File: src/rtl/mdrx_pkg.sv
`timescale 1ns/1ps
package mdrx_pkg;
  parameter int CHAR_W = 8;

  typedef enum logic [2:0] {
    ST_IDLE, ST_START, ST_DATA, ST_FLAG, ST_STOP
  } mdrx_state_e;

  typedef struct packed {
    logic              ferr;
    logic              flag;
    logic [CHAR_W-1:0] data;
  } mdrx_char_t;
endpackage

File: src/rtl/mdrx_frame.sv
`timescale 1ns/1ps
module mdrx_frame
  import mdrx_pkg::*;
#(
  parameter int OSR = 16
) (
  input  logic       clk,
  input  logic       rst_n,
  input  logic       tick,
  input  logic       rxd,
  input  logic [1:0] cfg_dbits,
  input  logic       cfg_stop2,
  input  logic       cfg_flag,
  output logic       out_valid,
  output mdrx_char_t out_char
);
  localparam int CNT_W = $clog2(OSR);
  localparam int IDX_W = $clog2(CHAR_W);
  localparam logic [CNT_W-1:0] MID_CNT  = CNT_W'(OSR/2 - 1);
  localparam logic [CNT_W-1:0] LAST_CNT = CNT_W'(OSR - 1);

  logic              rxd_m, rxd_s;
  mdrx_state_e       state_q, state_d;
  logic [CNT_W-1:0]  cnt_q, cnt_d;
  logic [IDX_W-1:0]  idx_q, idx_d, last_idx;
  logic [CHAR_W-1:0] data_q, data_d;
  logic              flag_q, flag_d, ferr_q, ferr_d, stop2_q, stop2_d;
  logic              done;
  logic              vld_q;
  mdrx_char_t        char_q;

  // line synchroniser
  always_ff @(posedge clk or negedge rst_n) begin
    if (!rst_n) begin
      rxd_m <= 1'b1;
      rxd_s <= 1'b1;
    end else begin
      rxd_m <= rxd;
      rxd_s <= rxd_m;
    end
  end

  assign last_idx = IDX_W'(CHAR_W - 4) + IDX_W'(cfg_dbits);

  always_comb begin
    state_d = state_q;
    cnt_d   = cnt_q;
    idx_d   = idx_q;
    data_d  = data_q;
    flag_d  = flag_q;
    ferr_d  = ferr_q;
    stop2_d = stop2_q;
    done    = 1'b0;
    if (tick) begin
      case (state_q)
        ST_IDLE: begin
          if (!rxd_s) begin
            state_d = ST_START;
            cnt_d   = '0;
          end
        end
        ST_START: begin
          if (cnt_q == MID_CNT) begin
            cnt_d = '0;
            if (!rxd_s) begin
              state_d = ST_DATA;
              idx_d   = '0;
              data_d  = '0;
              flag_d  = 1'b0;
              ferr_d  = 1'b0;
            end else begin
              state_d = ST_IDLE;
            end
          end else begin
            cnt_d = cnt_q + 1'b1;
          end
        end
        ST_DATA: begin
          if (cnt_q == LAST_CNT) begin
            cnt_d          = '0;
            data_d[idx_q]  = rxd_s;
            if (idx_q == last_idx) begin
              state_d = cfg_flag ? ST_FLAG : ST_STOP;
              stop2_d = cfg_stop2;
            end else begin
              idx_d = idx_q + 1'b1;
            end
          end else begin
            cnt_d = cnt_q + 1'b1;
          end
        end
        ST_FLAG: begin
          if (cnt_q == LAST_CNT) begin
            cnt_d   = '0;
            flag_d  = rxd_s;
            state_d = ST_STOP;
          end else begin
            cnt_d = cnt_q + 1'b1;
          end
        end
        ST_STOP: begin
          if (cnt_q == LAST_CNT) begin
            cnt_d = '0;
            if (!rxd_s) ferr_d = 1'b1;
            if (stop2_q) begin
              stop2_d = 1'b0;
            end else begin
              done    = 1'b1;
              state_d = ST_IDLE;
            end
          end else begin
            cnt_d = cnt_q + 1'b1;
          end
        end
        default: state_d = ST_IDLE;
      endcase
    end
  end

  always_ff @(posedge clk or negedge rst_n) begin
    if (!rst_n) begin
      state_q <= ST_IDLE;
      cnt_q   <= '0;
      idx_q   <= '0;
      data_q  <= '0;
      flag_q  <= 1'b0;
      ferr_q  <= 1'b0;
      stop2_q <= 1'b0;
      vld_q   <= 1'b0;
      char_q  <= '0;
    end else begin
      if (tick) begin
        state_q <= state_d;
        cnt_q   <= cnt_d;
        idx_q   <= idx_d;
        data_q  <= data_d;
        flag_q  <= flag_d;
        ferr_q  <= ferr_d;
        stop2_q <= stop2_d;
      end
      vld_q <= done;
      if (done) char_q <= '{ferr: ferr_d, flag: flag_q, data: data_q};
    end
  end

  assign out_valid = vld_q;
  assign out_char  = char_q;

  // a high line at the start-bit midpoint abandons the frame
  assert_false_start_R8: assert property (@(posedge clk) disable iff (!rst_n)
    (tick && state_q == ST_START && cnt_q == MID_CNT && rxd_s) |=> (state_q == ST_IDLE));
  // each completed frame yields exactly one character strobe
  assert_single_strobe_R1: assert property (@(posedge clk) disable iff (!rst_n)
    out_valid |=> !out_valid);
endmodule

File: src/rtl/mdrx_fifo.sv
`timescale 1ns/1ps
module mdrx_fifo
  import mdrx_pkg::*;
#(
  parameter int DEPTH = 4
) (
  input  logic                       clk,
  input  logic                       rst_n,
  input  logic                       push,
  input  mdrx_char_t                 wdata,
  input  logic                       pop,
  output mdrx_char_t                 rdata,
  output logic                       empty,
  output logic                       full,
  output logic [$clog2(DEPTH+1)-1:0] count
);
  localparam int PTR_W = (DEPTH > 1) ? $clog2(DEPTH) : 1;
  localparam int CNT_W = $clog2(DEPTH + 1);
  localparam logic [PTR_W-1:0] PTR_LAST = PTR_W'(DEPTH - 1);

  mdrx_char_t       mem_q [DEPTH];
  logic [PTR_W-1:0] wr_q, wr_d, rd_q, rd_d;
  logic [CNT_W-1:0] cnt_q, cnt_d;
  logic             do_push, do_pop;

  assign empty   = (cnt_q == '0);
  assign full    = (cnt_q == CNT_W'(DEPTH));
  assign do_push = push && !full;
  assign do_pop  = pop && !empty;

  always_comb begin
    wr_d  = wr_q;
    rd_d  = rd_q;
    cnt_d = cnt_q;
    if (do_push) wr_d = (wr_q == PTR_LAST) ? '0 : wr_q + 1'b1;
    if (do_pop)  rd_d = (rd_q == PTR_LAST) ? '0 : rd_q + 1'b1;
    case ({do_push, do_pop})
      2'b10:   cnt_d = cnt_q + 1'b1;
      2'b01:   cnt_d = cnt_q - 1'b1;
      default: cnt_d = cnt_q;
    endcase
  end

  always_ff @(posedge clk or negedge rst_n) begin
    if (!rst_n) begin
      wr_q  <= '0;
      rd_q  <= '0;
      cnt_q <= '0;
    end else begin
      wr_q  <= wr_d;
      rd_q  <= rd_d;
      cnt_q <= cnt_d;
    end
  end

  generate
    for (genvar g = 0; g < DEPTH; g++) begin : g_slot
      always_ff @(posedge clk or negedge rst_n) begin
        if (!rst_n) begin
          mem_q[g] <= '0;
        end else if (do_push && wr_q == PTR_W'(g)) begin
          mem_q[g] <= wdata;
        end
      end
    end
  endgenerate

  assign rdata = mem_q[rd_q];
  assign count = cnt_q;

  // a character arriving at a full queue is dropped, queue stays full
  assert_no_overflow_R9: assert property (@(posedge clk) disable iff (!rst_n)
    (full && push && !pop) |=> (count == CNT_W'(DEPTH)));
  // reading an empty queue leaves it empty
  assert_empty_read_R9: assert property (@(posedge clk) disable iff (!rst_n)
    (empty && pop && !push) |=> empty);
endmodule

File: src/rtl/mdrx_rx.sv
`timescale 1ns/1ps
module mdrx_rx
  import mdrx_pkg::*;
#(
  parameter int OSR   = 16,
  parameter int DEPTH = 4
) (
  input  logic              clk,
  input  logic              rst_n,
  input  logic              tick16,
  input  logic              rxd,
  input  logic              rx_enable,
  input  logic              rx_disable,
  input  logic [1:0]        cfg_data_bits,
  input  logic              cfg_two_stop,
  input  logic              cfg_multidrop,
  input  logic              irq_en,
  input  logic              rd_en,
  output logic [CHAR_W-1:0] rd_data,
  output logic              rd_addr_flag,
  output logic              rd_frame_err,
  output logic              rx_ready,
  output logic              irq
);
  localparam int CNT_W = $clog2(DEPTH + 1);

  logic [1:0]       rst_pipe;
  logic             rst_n_int;
  logic             en_q, en_d;
  logic             frm_valid, accept;
  mdrx_char_t       frm_char, head;
  logic             fifo_empty, fifo_full;
  logic [CNT_W-1:0] fifo_cnt;

  // reset: asserted asynchronously, released on the clock
  always_ff @(posedge clk or negedge rst_n) begin
    if (!rst_n) rst_pipe <= 2'b00;
    else        rst_pipe <= {rst_pipe[0], 1'b1};
  end
  assign rst_n_int = rst_pipe[1];

  // reception switch, disable has priority
  always_comb begin
    en_d = en_q;
    if (rx_enable)  en_d = 1'b1;
    if (rx_disable) en_d = 1'b0;
  end

  always_ff @(posedge clk or negedge rst_n_int) begin
    if (!rst_n_int) en_q <= 1'b0;
    else            en_q <= en_d;
  end

  mdrx_frame #(.OSR(OSR)) u_frame (
    .clk       (clk),
    .rst_n     (rst_n_int),
    .tick      (tick16),
    .rxd       (rxd),
    .cfg_dbits (cfg_data_bits),
    .cfg_stop2 (cfg_two_stop),
    .cfg_flag  (cfg_multidrop),
    .out_valid (frm_valid),
    .out_char  (frm_char)
  );

  assign accept = frm_valid && (en_q || (cfg_multidrop && frm_char.flag));

  mdrx_fifo #(.DEPTH(DEPTH)) u_fifo (
    .clk   (clk),
    .rst_n (rst_n_int),
    .push  (accept),
    .wdata (frm_char),
    .pop   (rd_en),
    .rdata (head),
    .empty (fifo_empty),
    .full  (fifo_full),
    .count (fifo_cnt)
  );

  assign rd_data      = head.data;
  assign rd_addr_flag = head.flag;
  assign rd_frame_err = head.ferr;
  assign rx_ready     = !fifo_empty;
  assign irq          = irq_en && !fifo_empty;

  // a data character arriving while switched off does not reach the queue
  assert_discard_data_R5: assert property (@(posedge clk) disable iff (!rst_n_int)
    (frm_valid && !en_q && !frm_char.flag && !rd_en) |=> (fifo_cnt == $past(fifo_cnt)));
  // an address character arriving while switched off is queued
  assert_address_kept_R4: assert property (@(posedge clk) disable iff (!rst_n_int)
    (frm_valid && !en_q && cfg_multidrop && frm_char.flag && !fifo_full) |=> !fifo_empty);
endmodule

File: config.mk
export PLATFORM = sky130hd
export DESIGN_NAME = mdrx_rx
export DESIGN_NICKNAME = d
export VERILOG_FILES = /design/src/rtl/mdrx_pkg.sv /design/src/rtl/mdrx_frame.sv /design/src/rtl/mdrx_fifo.sv /design/src/rtl/mdrx_rx.sv
export SDC_FILE = /design/constraint.sdc
export NUM_CORES = 1
export LEC_CHECK = 0
export ABC_AREA = 1
export BUFFER_PORTS_ARGS = -buffer_cell sky130_fd_sc_hd__buf_2
export CORE_MARGIN = 3
export CORE_UTILIZATION = 35
export CTS_BUF_LIST = sky130_fd_sc_hd__clkbuf_16
export DETAILED_ROUTE_END_ITERATION = 12
export PLACE_DENSITY = 0.63
export SLEW_MARGIN = 20
export SYNTH_ARGS = -nofsm -noshare
export SYNTH_HDL_FRONTEND = slang
export SYNTH_SLANG_ARGS = --single-unit
File: constraint.sdc
create_clock -name clk -period 7.13 [get_ports clk]
set_clock_uncertainty 0.2 [all_clocks]
set_input_delay 1.426 -clock clk [delete_from_list [all_inputs] [get_ports clk]]
set_output_delay 1.426 -clock clk [all_outputs]
set_load 0.02 [all_outputs]
==> reports/metrics.yaml, run 1 <==
run_status:
  outcome: "complete, no violations"
die:
  die_h_um: 117
  placementRows: 39
  io_pins: 24
  initial_core_util: 0.368
  core_um2: 11700
  die_x_um: 117
  die-area_um2: 13700
worst_setup_path:
  crit_path_top_delay_cell: "dfrtp_1"
  critical_path_class: "reg2out"
  cpPeakStageDelay_ns: 0.78
  rrSetupSlack_ns: 4.53
  r2r-start: "u_fifo.count[0]"
  worst_r2r_endpoint: "u_fifo.count[2]"
  crit_cells: 4
  cp.required_ns: 5.50
  crit_family: "flip-flops"
  path_buf_inv: 2
  crit_arrival_ns: 2.23
  end_kind: "primary output"
  rr_worst_depth: 10
  start_kind: "flip-flop"
  path_cells: "inv_1 -> o21ai_0 -> o22ai_1 -> buf_2"
  worstPathMaxFanout: 23
logic_synthesis:
  ys_warn_count: 0
  synth-seq-area-share: 0.488
  syn_area_per_cell_um2: 8.08
  synth-main-ff-cell: "dfrtp_1"
  synth_area_um2: 4310
  ys_ff_latch: 84
  synth_cell_types: 38
  synth_edf_count: 0
  synth_nets: 555
  synth_cells: 534
  synthArstFlopShare: 1.00
cts:
  cts_resized: 0
  cts.path.max_buffers: 2
  cts_setup_buffers: 0
  clock_latency_ns: 0.34
  cts.reportedPaths.clkPinSlew_ns: 0.07
  root_buffer: "clkbuf_16"
  cts_hold_buf: 0
  numCtsBuffers: 9
  cts_tree: "built"
  htreeDepth: 3
  clock-sinks: 84
sta:
  finalSetupViolCount: 0
  tightest_slew_ns: 0.679
  finalCriticalPeriod_ns: 3.86
  slew_violations: 0
  finalHoldViolations: 0
  max_freq_ghz: 0.259
  fin_crit_sh: 0.541
  rsz0062_at_grt: "false"
  setup_ws_ns: 3.27
  final.setup.tns_ns: 0
  slew_headroom: 0.547
placement:
  place_hpwl_mm: 5.96
  gp_congestion: 0.845
  numPortBuffers: 23
  dp_cells: 675
  dp_slack_ns: 3.46
finish:
  antenna_cells: 0
  finish.utilization: 0.410
  area_growth_syn_to_layout_pct: 11.4
  stdcell_count: 691
  fill_cells: 1209
  fin_nets: 565
  layout-drive-gt1-share: 0.126
hold_path:
  hold_depth: 0
  min_to: "rst_pipe[1]"
  min_from: "rst_pipe[0]"
  min_path_type: "reg2reg"
routing:
  via_count: 3413
  final_antenna_net_count: 0
  avgViaCountPerCell: 4.94
  routed_wl_mm: 9.02
  first_pass_iters: 5
  dr.first_iter.drc_count: 294
  wl_per_cell_um: 13.1
  drcViolationCount: 0
grt:
  overflow: 0
  antenna_found_initial: 0
  grt.total_usage: 0.144
  grt_pass1_vias: 3344
  grt_max_degree: 83
  grt_pass1_wl_mm: 15.7
power_and_ir_drop:
  pwr_density_cell_nw_per_um2: 322
  leakage_nw: 2.50
  peakVddDrop_mv: 0.189
  power.total_mw: 1.55
run:
  drv_cap: 0
-- sequential cells by signal (all words and copies together) (netlist names), 2 cells and up --
register	count
u_fifo.count	3
u_fifo.mem_q	40
rst_pipe	2
u_fifo.rd_q	2
u_frame.idx_q	3
u_frame.out_char	10
u_frame.cnt_q	4
u_frame.data_q	8
u_fifo.wr_q	2
u_frame.state_q	3
-- cell usage after synthesis (3+ instances only) --
cell | instances | area (um2)
a21oi_1 | 5 | 25.0
buf_2 | 4 | 20.0
buf_4 | 3 | 22.5
buf_6 | 6 | 67.6
clkbuf_1 | 13 | 48.8
dfrtp_1 | 82 | 2050
ha_1 | 8 | 100
inv_1 | 27 | 101
inv_2 | 4 | 15.0
nand2_1 | 183 | 687
nand2_2 | 3 | 18.8
nand3_1 | 26 | 130
nand3b_1 | 3 | 22.5
nand4_1 | 6 | 37.5
nor2_1 | 39 | 146
nor2_2 | 3 | 18.8
nor2_4 | 7 | 78.8
nor3_1 | 4 | 20.0
o21ai_0 | 68 | 340
o21ai_1 | 5 | 25.0
o22ai_1 | 10 | 62.6
-- power breakdown --
part           switching (mW)  leakage (nW)  internal, mW
registers              0.0775          1.13         0.515
clock network           0.191         0.151         0.305
logic                   0.303          1.21         0.155
-- worst register-to-register path: cells and delay by family (launching register included) --
| family | cells | cell delay (ns) |
|---|---|---|
| AO/OA/AOI/OAI | 3 | 0.35 |
| XOR/XNOR | 1 | 0.15 |
| adder cells (fa/ha/maj) | 2 | 0.61 |
| buffers and inverters | 3 | 0.65 |
| flip-flops | 1 | 0.38 |
| AND/OR/NAND/NOR | 1 | 0.15 |
-- area by class of cell --
cell class	count	area, um2	area share
flip-flops and latches	84	2110	0.439
multi-input cells	391	1930	0.401
clock buffers	9	225	0.0469
well taps	143	179	0.0372
repair buffers	25	143	0.0297
inverters	33	131	0.0274
clock inverters	6	90.1	0.0188
-- layout by cell type (no fill, tap or decap), drive strengths merged --
cell type,n
a211oi,1
a21oi,5
a22oi,1
and2,2
buf,25
bufinv,2
clkbuf,9
clkinv,4
clkinvlp,1
conb,1
dfrtp,82
dfstp,2
fa,1
ha,8
inv,32
nand2,188
nand3,29
nand3b,3
nand4,7
nor2,49
nor3,4
o211ai,1
o21ai,73
o22ai,10
or2,4
xnor2,2
xor2,2
-- per-layer routing --
layer / GRT usage / part of all wire / vias up
met1: 0.197 / 0.49 / 1582
met2: 0.224 / 0.44 / 79
met5: 0 / 0 / -
met3: 0.0432 / 0.056 / 9
met4: 0.0390 / 0.0084 / 0
li1: - / - / 1743
-- through the flow --
step	cell area, um2	hold WS [ns]
2_1_floorplan	4310	0.131
5_1_grt	4800	0.166
3_3_place_gp	4470	0.141
3_5_place_dp	4470	0.141
4_1_cts	4780	0.155
6_report	4800	0.151
-- kinds of logic (layout without fill, tap and decap cells) --
family,Yosys count,count (layout),share of synthesized area
AND/OR/NAND/NOR,286,286,0.296
AO/OA/AOI/OAI,91,91,0.111
flip-flops,84,84,0.488
buffers and inverters,59,73,0.0673
adder cells (fa/ha/maj),9,9,0.0279
XOR/XNOR,4,4,0.00812
other,1,1,0.000869
-- how the worst max path moves through the flow --
stage,from,end
2_1_floorplan,cfg_multidrop,u_fifo.count[2]
3_3_place_gp,cfg_multidrop,u_fifo.count[2]
3_5_place_dp,cfg_multidrop,u_fifo.count[2]
4_1_cts,u_fifo.rd_q[0],rd_addr_flag
5_1_grt,u_fifo.rd_q[0],rd_data[4]
6_report,u_fifo.rd_q[0],rd_data[5]
No activity file was read; power rests on OpenSTA's default activity.
==> run 2: changes to the inputs <==
==> constraint.sdc (replaced) <==
create_clock -name clk -period 3.7 [get_ports clk]
set_clock_uncertainty 0.2 [all_clocks]
set_input_delay 0.74 -clock clk [delete_from_list [all_inputs] [get_ports clk]]
set_output_delay 0.74 -clock clk [all_outputs]
set_load 0.02 [all_outputs]
==> run 2 against run 1 <==
Net effect: clock-buffer cell count is the same; clock power rose by 79%; critical path depth is 1 higher; total power increased by 88%; global-route usage decreased by 0.22 points; first-iteration DRC count up 8.8%; non-clock buffer count increased by 2; cell area shrank 0.36%; sequential share of layout area up 0.16 points; routed wire length down 4.0%; cell count increased by 0.43%; die area stayed put; largest cell class unchanged.
==> reports/metrics.yaml, run 2 (synthesis gave the netlist of run 1 again) <==
sta:
  slew_violations: 0  # unchanged
  fin_crit_sh: 0.747
  finalHoldViolations: 0  # unchanged
  tightest_slew_ns: 0.807  # was 0.679 ns
  final.setup.tns_ns: 0  # unchanged
  max_freq_ghz: 0.362
  finalCriticalPeriod_ns: 2.76
  rsz0062_at_grt: "false"  # unchanged
  slew_headroom: 0.462  # was 0.547
  finalSetupViolCount: 0  # unchanged
placement:
  dp_cells: 677  # was 675
  numPortBuffers: 23  # unchanged
  gp_congestion: 0.813  # was 0.845
  place_hpwl_mm: 6.15  # was 5.96 mm
grt:
  grt_pass1_wl_mm: 15.6  # was 15.7 mm
  overflow: 0  # unchanged
  use_met1: 0.193  # was 0.197
  grt.total_usage: 0.142  # was 0.144
  grt_util_met3: 0.0360  # was 0.0432
  top_usage_layer: "met2"  # unchanged
  gr-usage-met2: 0.223  # was 0.224
  grt_max_degree: 63  # was 83
  grt_pass1_vias: 3286  # was 3344
  antenna_found_initial: 0  # unchanged
die:
  core_um2: 11700  # unchanged
  placementRows: 39  # unchanged
  die_x_um: 117  # unchanged
  die-area_um2: 13700  # unchanged
  initial_core_util: 0.368  # unchanged
  die_h_um: 117  # unchanged
  io_pins: 24  # unchanged
cts:
  numCtsBuffers: 9  # unchanged
  clock_latency_ns: 0.34  # about the same
  htreeDepth: 3  # unchanged
  root_buffer: "clkbuf_16"  # unchanged
  cts_setup_buffers: 0  # unchanged
  cts.reportedPaths.clkPinSlew_ns: 0.06  # was 0.07 ns
  cts_tree: "built"  # unchanged
  cts_resized: 0  # unchanged
  cts_hold_buf: 1  # was 0
  cts.path.max_buffers: 2  # unchanged
  clock-sinks: 84  # unchanged
power_and_ir_drop:
  leakage_nw: 2.49  # was 2.50 nW
  p_int_mw: 1.82  # was 975 uW
  switchingPower_mw: 1.08  # was 572 uW
  clock_power_share: 0.306  # was 0.321
  p_comb_frac: 0.312  # was 0.296
  pwr_density_cell_nw_per_um2: 606  # was 322 nW/um2
  switching_share: 0.373  # was 0.370
  peakVddDrop_mv: 0.382  # was 0.189 mV
  p_seq_frac: 0.383  # about the same
routing:
  first_pass_iters: 5  # unchanged
  avgViaCountPerCell: 4.92  # was 4.94
  wl_per_cell_um: 12.5  # was 13.1 um
  drcViolationCount: 0  # unchanged
  routed_wl_mm: 8.66  # was 9.02 mm
  final_antenna_net_count: 0  # unchanged
  dr.first_iter.drc_count: 320  # was 294
  via_count: 3416  # was 3413
worst_setup_path:
  cp.required_ns: 2.76  # was 5.50 ns
  crit_arrival_ns: 1.82  # was 2.23 ns
  worstPathMaxFanout: 23  # unchanged
  end_kind: "primary output"  # unchanged
  rrSetupSlack_ns: 1.55  # was 4.53 ns
  critical_path_class: "reg2out"  # unchanged
  start_kind: "flip-flop"  # unchanged
run_status:
  outcome: "complete, no violations"  # unchanged
finish:
  fill_cells: 1186  # was 1209
  stdcell_count: 694  # was 691
  antenna_cells: 0  # unchanged
  fin_nets: 567  # was 565
  largest_reg_flops: 40  # unchanged
  top_register: "u_fifo.mem_q"  # unchanged
  layout-drive-gt1-share: 0.125  # was 0.126
  area_growth_syn_to_layout_pct: 11.0  # was 11.4%
  final_cell_mix: "nand2_1, dfrtp_1, o21ai_0"  # unchanged
  final_common_cell: "nand2_1"  # unchanged
run:
  drv_cap: 0  # unchanged
hold_path:
  min_path_type: "reg2reg"  # unchanged
-- run 2: per-stage QoR --
| step | worst slack, ns | total power [mW] | hold WS (ns) | cell area, um2 | utilization |
|---|---|---|---|---|---|
| after global routing | 0.731 | 3.13 | 0.166 | 4790 | 0.409 |
| final | 0.937 | 2.90 | 0.150 | 4790 | 0.409 |
| after global placement | 1.23 | 2.01 | 0.141 | 4480 | 0.383 |
| after floorplan | 0.991 | 1.85 | 0.131 | 4310 | - |
| after detailed placement | 1.18 | 2.03 | 0.141 | 4480 | 0.383 |
| after CTS | 0.926 | 2.94 | 0.156 | 4790 | 0.409 |
-- run 2: power by group through the flow --
stage / Sequential [mW] / Clock [mW] / Combinational [mW]
final: 1.11 / 0.887 / 0.904
after global routing: 1.13 / 0.961 / 1.04
after CTS: 1.11 / 0.918 / 0.907
after detailed placement: 1.13 / 0 / 0.905
after global placement: 1.12 / 0 / 0.886
after floorplan: 1.06 / 0 / 0.794
-- run 2: final cells by class --
cell class	count	area, um2	share of cell area
tap	143	179	0.0374
sequential	84	2110	0.441
clock buffer	9	225	0.0471
timing repair buffer	27	148	0.0308
inverter	33	131	0.0275
multi-input combinational	391	1930	0.403
clock inverter	7	67.6	0.0141
-- run 2: path summary, 6_finish.rpt --
kind                                      start                  end  cells after the start
min in group asynchronous           rst_pipe[1]    u_frame.data_q[1]                      0
max in group asynchronous           rst_pipe[1]  u_frame.out_char[5]                      1
worst min register to register      rst_pipe[0]          rst_pipe[1]                      0
worst min-delay path                rst_pipe[0]          rst_pipe[1]                      0
worst max register to register  u_fifo.count[0]      u_fifo.count[2]                     10
worst max-delay path             u_fifo.rd_q[0]           rd_data[3]                      5
-- run 2: layer usage --
| layer | vias up | share of wire |
|---|---|---|
| li1 | 1752 | - |
| met1 | 1568 | 0.49 |
| met2 | 84 | 0.45 |
| met4 | 0 | 0.0098 |
| met5 | - | 0 |
| met3 | 12 | 0.051 |
-- run 2: critical path, stage by stage (launching register included) --
cell	delay, ns
dfrtp_1	0.36
buf_4	0.20
inv_1	0.42
o21ai_0	0.15
o22ai_1	0.16
buf_2	0.19
==> run 3: changes to the inputs <==
==> constraint.sdc (replaced) <==
create_clock -name clk -period 2.85 [get_ports clk]
set_clock_uncertainty 0.2 [all_clocks]
set_input_delay 0.57 -clock clk [delete_from_list [all_inputs] [get_ports clk]]
set_output_delay 0.57 -clock clk [all_outputs]
set_load 0.02 [all_outputs]
==> run 3 against run 2 <==
Net effect: setup slack worse by 0.63 ns; flip-flop and latch count unchanged; routed wire length is 7.1% higher; critical path type unchanged; critical endpoint is now rd_data[7]; largest power group unchanged.
==> reports/metrics.yaml, run 3 (synthesis gave the netlist of run 1 again) <==
placement:
  gp_congestion: 0.829  # was 0.813
  dpl-instance-area_um2: 4500  # was 4480 um2
  numPortBuffers: 23  # unchanged
  place_hpwl_mm: 6.25  # was 6.15 mm
worst_setup_path:
  crit_path_top_delay_cell: "dfrtp_1"  # was inv_1
  cp-startpoint: "u_fifo.rd_q[1]"  # was u_fifo.rd_q[0]
  critical_path_class: "reg2out"  # unchanged
  path_buf_inv: 2  # was 3
  cp.required_ns: 2.08  # was 2.76 ns
  cpPeakStageDelay_ns: 0.54  # was 0.42 ns
  r2r-start: "u_fifo.count[0]"  # unchanged
  crit_arrival_ns: 1.77  # was 1.82 ns
  rrSetupSlack_ns: 0.74  # was 1.55 ns
  rr_worst_depth: 10  # unchanged
  worst_r2r_endpoint: "u_fifo.count[2]"  # unchanged
  path_cells: "inv_1 -> o21ai_0 -> o22ai_1 -> buf_2"  # was buf_4 -> inv_1 -> o21ai_0 -> o22ai_1 -> buf_2
  start_kind: "flip-flop"  # unchanged
  worstPathMaxFanout: 12  # was 23
  endpoint: "rd_data[7]"  # was rd_data[3]
  crit_family: "buffers and inverters"  # unchanged
  crit_cells: 4  # was 5
  end_kind: "primary output"  # unchanged
finish:
  largest_reg_flops: 40  # unchanged
  fill_cells: 1191  # was 1186
  area_growth_syn_to_layout_pct: 10.6  # was 11.0%
  fin_nets: 569  # was 567
  layout-drive-gt1-share: 0.127  # was 0.125
  final_cell_mix: "nand2_1, dfrtp_1, o21ai_0"  # unchanged
  final_area_um2: 4770  # was 4790 um2
  top_register: "u_fifo.mem_q"  # unchanged
  final_common_cell: "nand2_1"  # unchanged
  multi_input_area_um2: 1930  # unchanged
  register_area_um2: 2110  # unchanged
  antenna_cells: 0  # unchanged
routing:
  via_count: 3437  # was 3416
  final_antenna_net_count: 0  # unchanged
  drcViolationCount: 0  # unchanged
  routed_wl_mm: 9.27  # was 8.66 mm
  first_pass_iters: 4  # was 5
  avgViaCountPerCell: 4.94  # was 4.92
  dr.first_iter.drc_count: 209  # was 320
  wl_per_cell_um: 13.3  # was 12.5 um
cts:
  cts_resized: 0  # unchanged
  htreeDepth: 3  # unchanged
  cts_setup_buffers: 0  # unchanged
  clock_latency_ns: 0.33  # was 0.34 ns
  cts.path.max_buffers: 2  # unchanged
  root_buffer: "clkbuf_16"  # unchanged
  cts_hold_buf: 1  # unchanged
  cts.reportedPaths.clkPinSlew_ns: 0.06  # about the same
  clock-sinks: 84  # unchanged
  numCtsBuffers: 9  # unchanged
  cts_tree: "built"  # unchanged
die:
  die_h_um: 117  # unchanged
  io_pins: 24  # unchanged
  placementRows: 39  # unchanged
  die-area_um2: 13700  # unchanged
  initial_core_util: 0.368  # unchanged
  die_x_um: 117  # unchanged
  core_um2: 11700  # unchanged
sta:
  final.setup.tns_ns: 0  # unchanged
  finalSetupViolCount: 0  # unchanged
  slew_violations: 0  # unchanged
  rsz0062_at_grt: "false"  # unchanged
  max_freq_ghz: 0.394
  tightest_slew_ns: 0.564  # was 0.807 ns
  hold_slack_ns: 0.130  # was 0.150 ns
  fin_crit_sh: 0.891
  finalHoldViolations: 0  # unchanged
  finalCriticalPeriod_ns: 2.54
  slew_headroom: 0.624  # was 0.462
grt:
  overflow: 0  # unchanged
  antenna_found_initial: 0  # unchanged
  use_met1: 0.193  # about the same
  grt_max_degree: 49  # was 63
  grt.total_usage: 0.148  # was 0.142
  grt_pass1_wl_mm: 16.1  # was 15.6 mm
  top_usage_layer: "met2"  # unchanged
  grt_pass1_vias: 3423  # was 3286
  gr-usage-met2: 0.243  # was 0.223
  grt_util_met3: 0.0422  # was 0.0360
power_and_ir_drop:
  leakage_nw: 2.49  # about the same
  pwr_density_cell_nw_per_um2: 774  # was 606 nW/um2
  peakVddDrop_mv: 0.361  # was 0.382 mV
hold_path:
  min_path_type: "reg2async"  # was reg2reg
run:
  drv_cap: 0  # unchanged
run_status:
  outcome: "complete, no violations"  # unchanged
[run 3: cell types whose count changed in the layout (fill, tap and decap cells not counted)]
| cell | change |
|---|---|
| clkinvlp_4 | +1 |
| bufinv_16 | -1 |
| clkinv_4 | -1 |
| buf_4 | +2 |
| inv_6 | -1 |
| inv_1 | +1 |
| clkinv_2 | +1 |
[run 3: per-layer routing]
layer	up-vias	part of all wire
li1	1748	-
met1	1604	0.46
met2	79	0.48
met3	6	0.051
met4	0	0.0069
met5	-	0
[run 3: power by group]
| group | internal, mW | total, mW | switching (mW) | leakage [nW] |
|---|---|---|---|---|
| combinational | 0.406 | 1.22 | 0.811 | 1.22 |
| sequential | 1.29 | 1.44 | 0.150 | 1.13 |
| clock | 0.577 | 1.04 | 0.458 | 0.131 |
| total | 2.27 | 3.69 | 1.42 | 2.49 |
[run 3: cell type report]
type | instances | area share
sequential | 84 | 0.442
multi-input combinational | 391 | 0.404
clock buffer | 9 | 0.0472
tap | 143 | 0.0375
timing repair buffer | 29 | 0.0341
inverter | 33 | 0.0275
clock inverter | 7 | 0.00761
[run 3: metrics by stage]
| stage | utilization | total power [mW] | setup WS, ns | std cells |
|---|---|---|---|---|
| after floorplan | - | 2.41 | 0.141 | 534 |
| after global placement | 0.384 | 2.63 | 0.549 | 679 |
| after detailed placement | 0.384 | 2.68 | 0.521 | 679 |
| after CTS | 0.407 | 3.74 | 0.340 | 696 |
| after global routing | 0.407 | 3.97 | 0.120 | 696 |
| final | 0.407 | 3.69 | 0.310 | 696 |
[run 3: worst register-to-register path: stages, from the launching register on]
cell and delay, ns:
dfrtp_1 0.36, inv_1 0.09, nand3_1 0.14, nand2_1 0.07
inv_1 0.14, ha_1 0.16, inv_1 0.06, fa_1 0.38
a21oi_1 0.15, o21ai_0 0.11, xor2_1 0.15
[run 3: worst min path at each step]
stage,slack (ns),to,cells after the start,from
3_3_place_gp,0.14,rst_pipe[1],0,rst_pipe[0]
6_report,0.13,u_frame.idx_q[1],0,rst_pipe[1]
2_1_floorplan,0.07,rst_pipe[0],0,rst_n
5_1_grt,0.11,u_frame.rxd_m,1,rxd
4_1_cts,0.12,u_frame.rxd_m,1,rxd
3_5_place_dp,0.14,rst_pipe[1],0,rst_pipe[0]
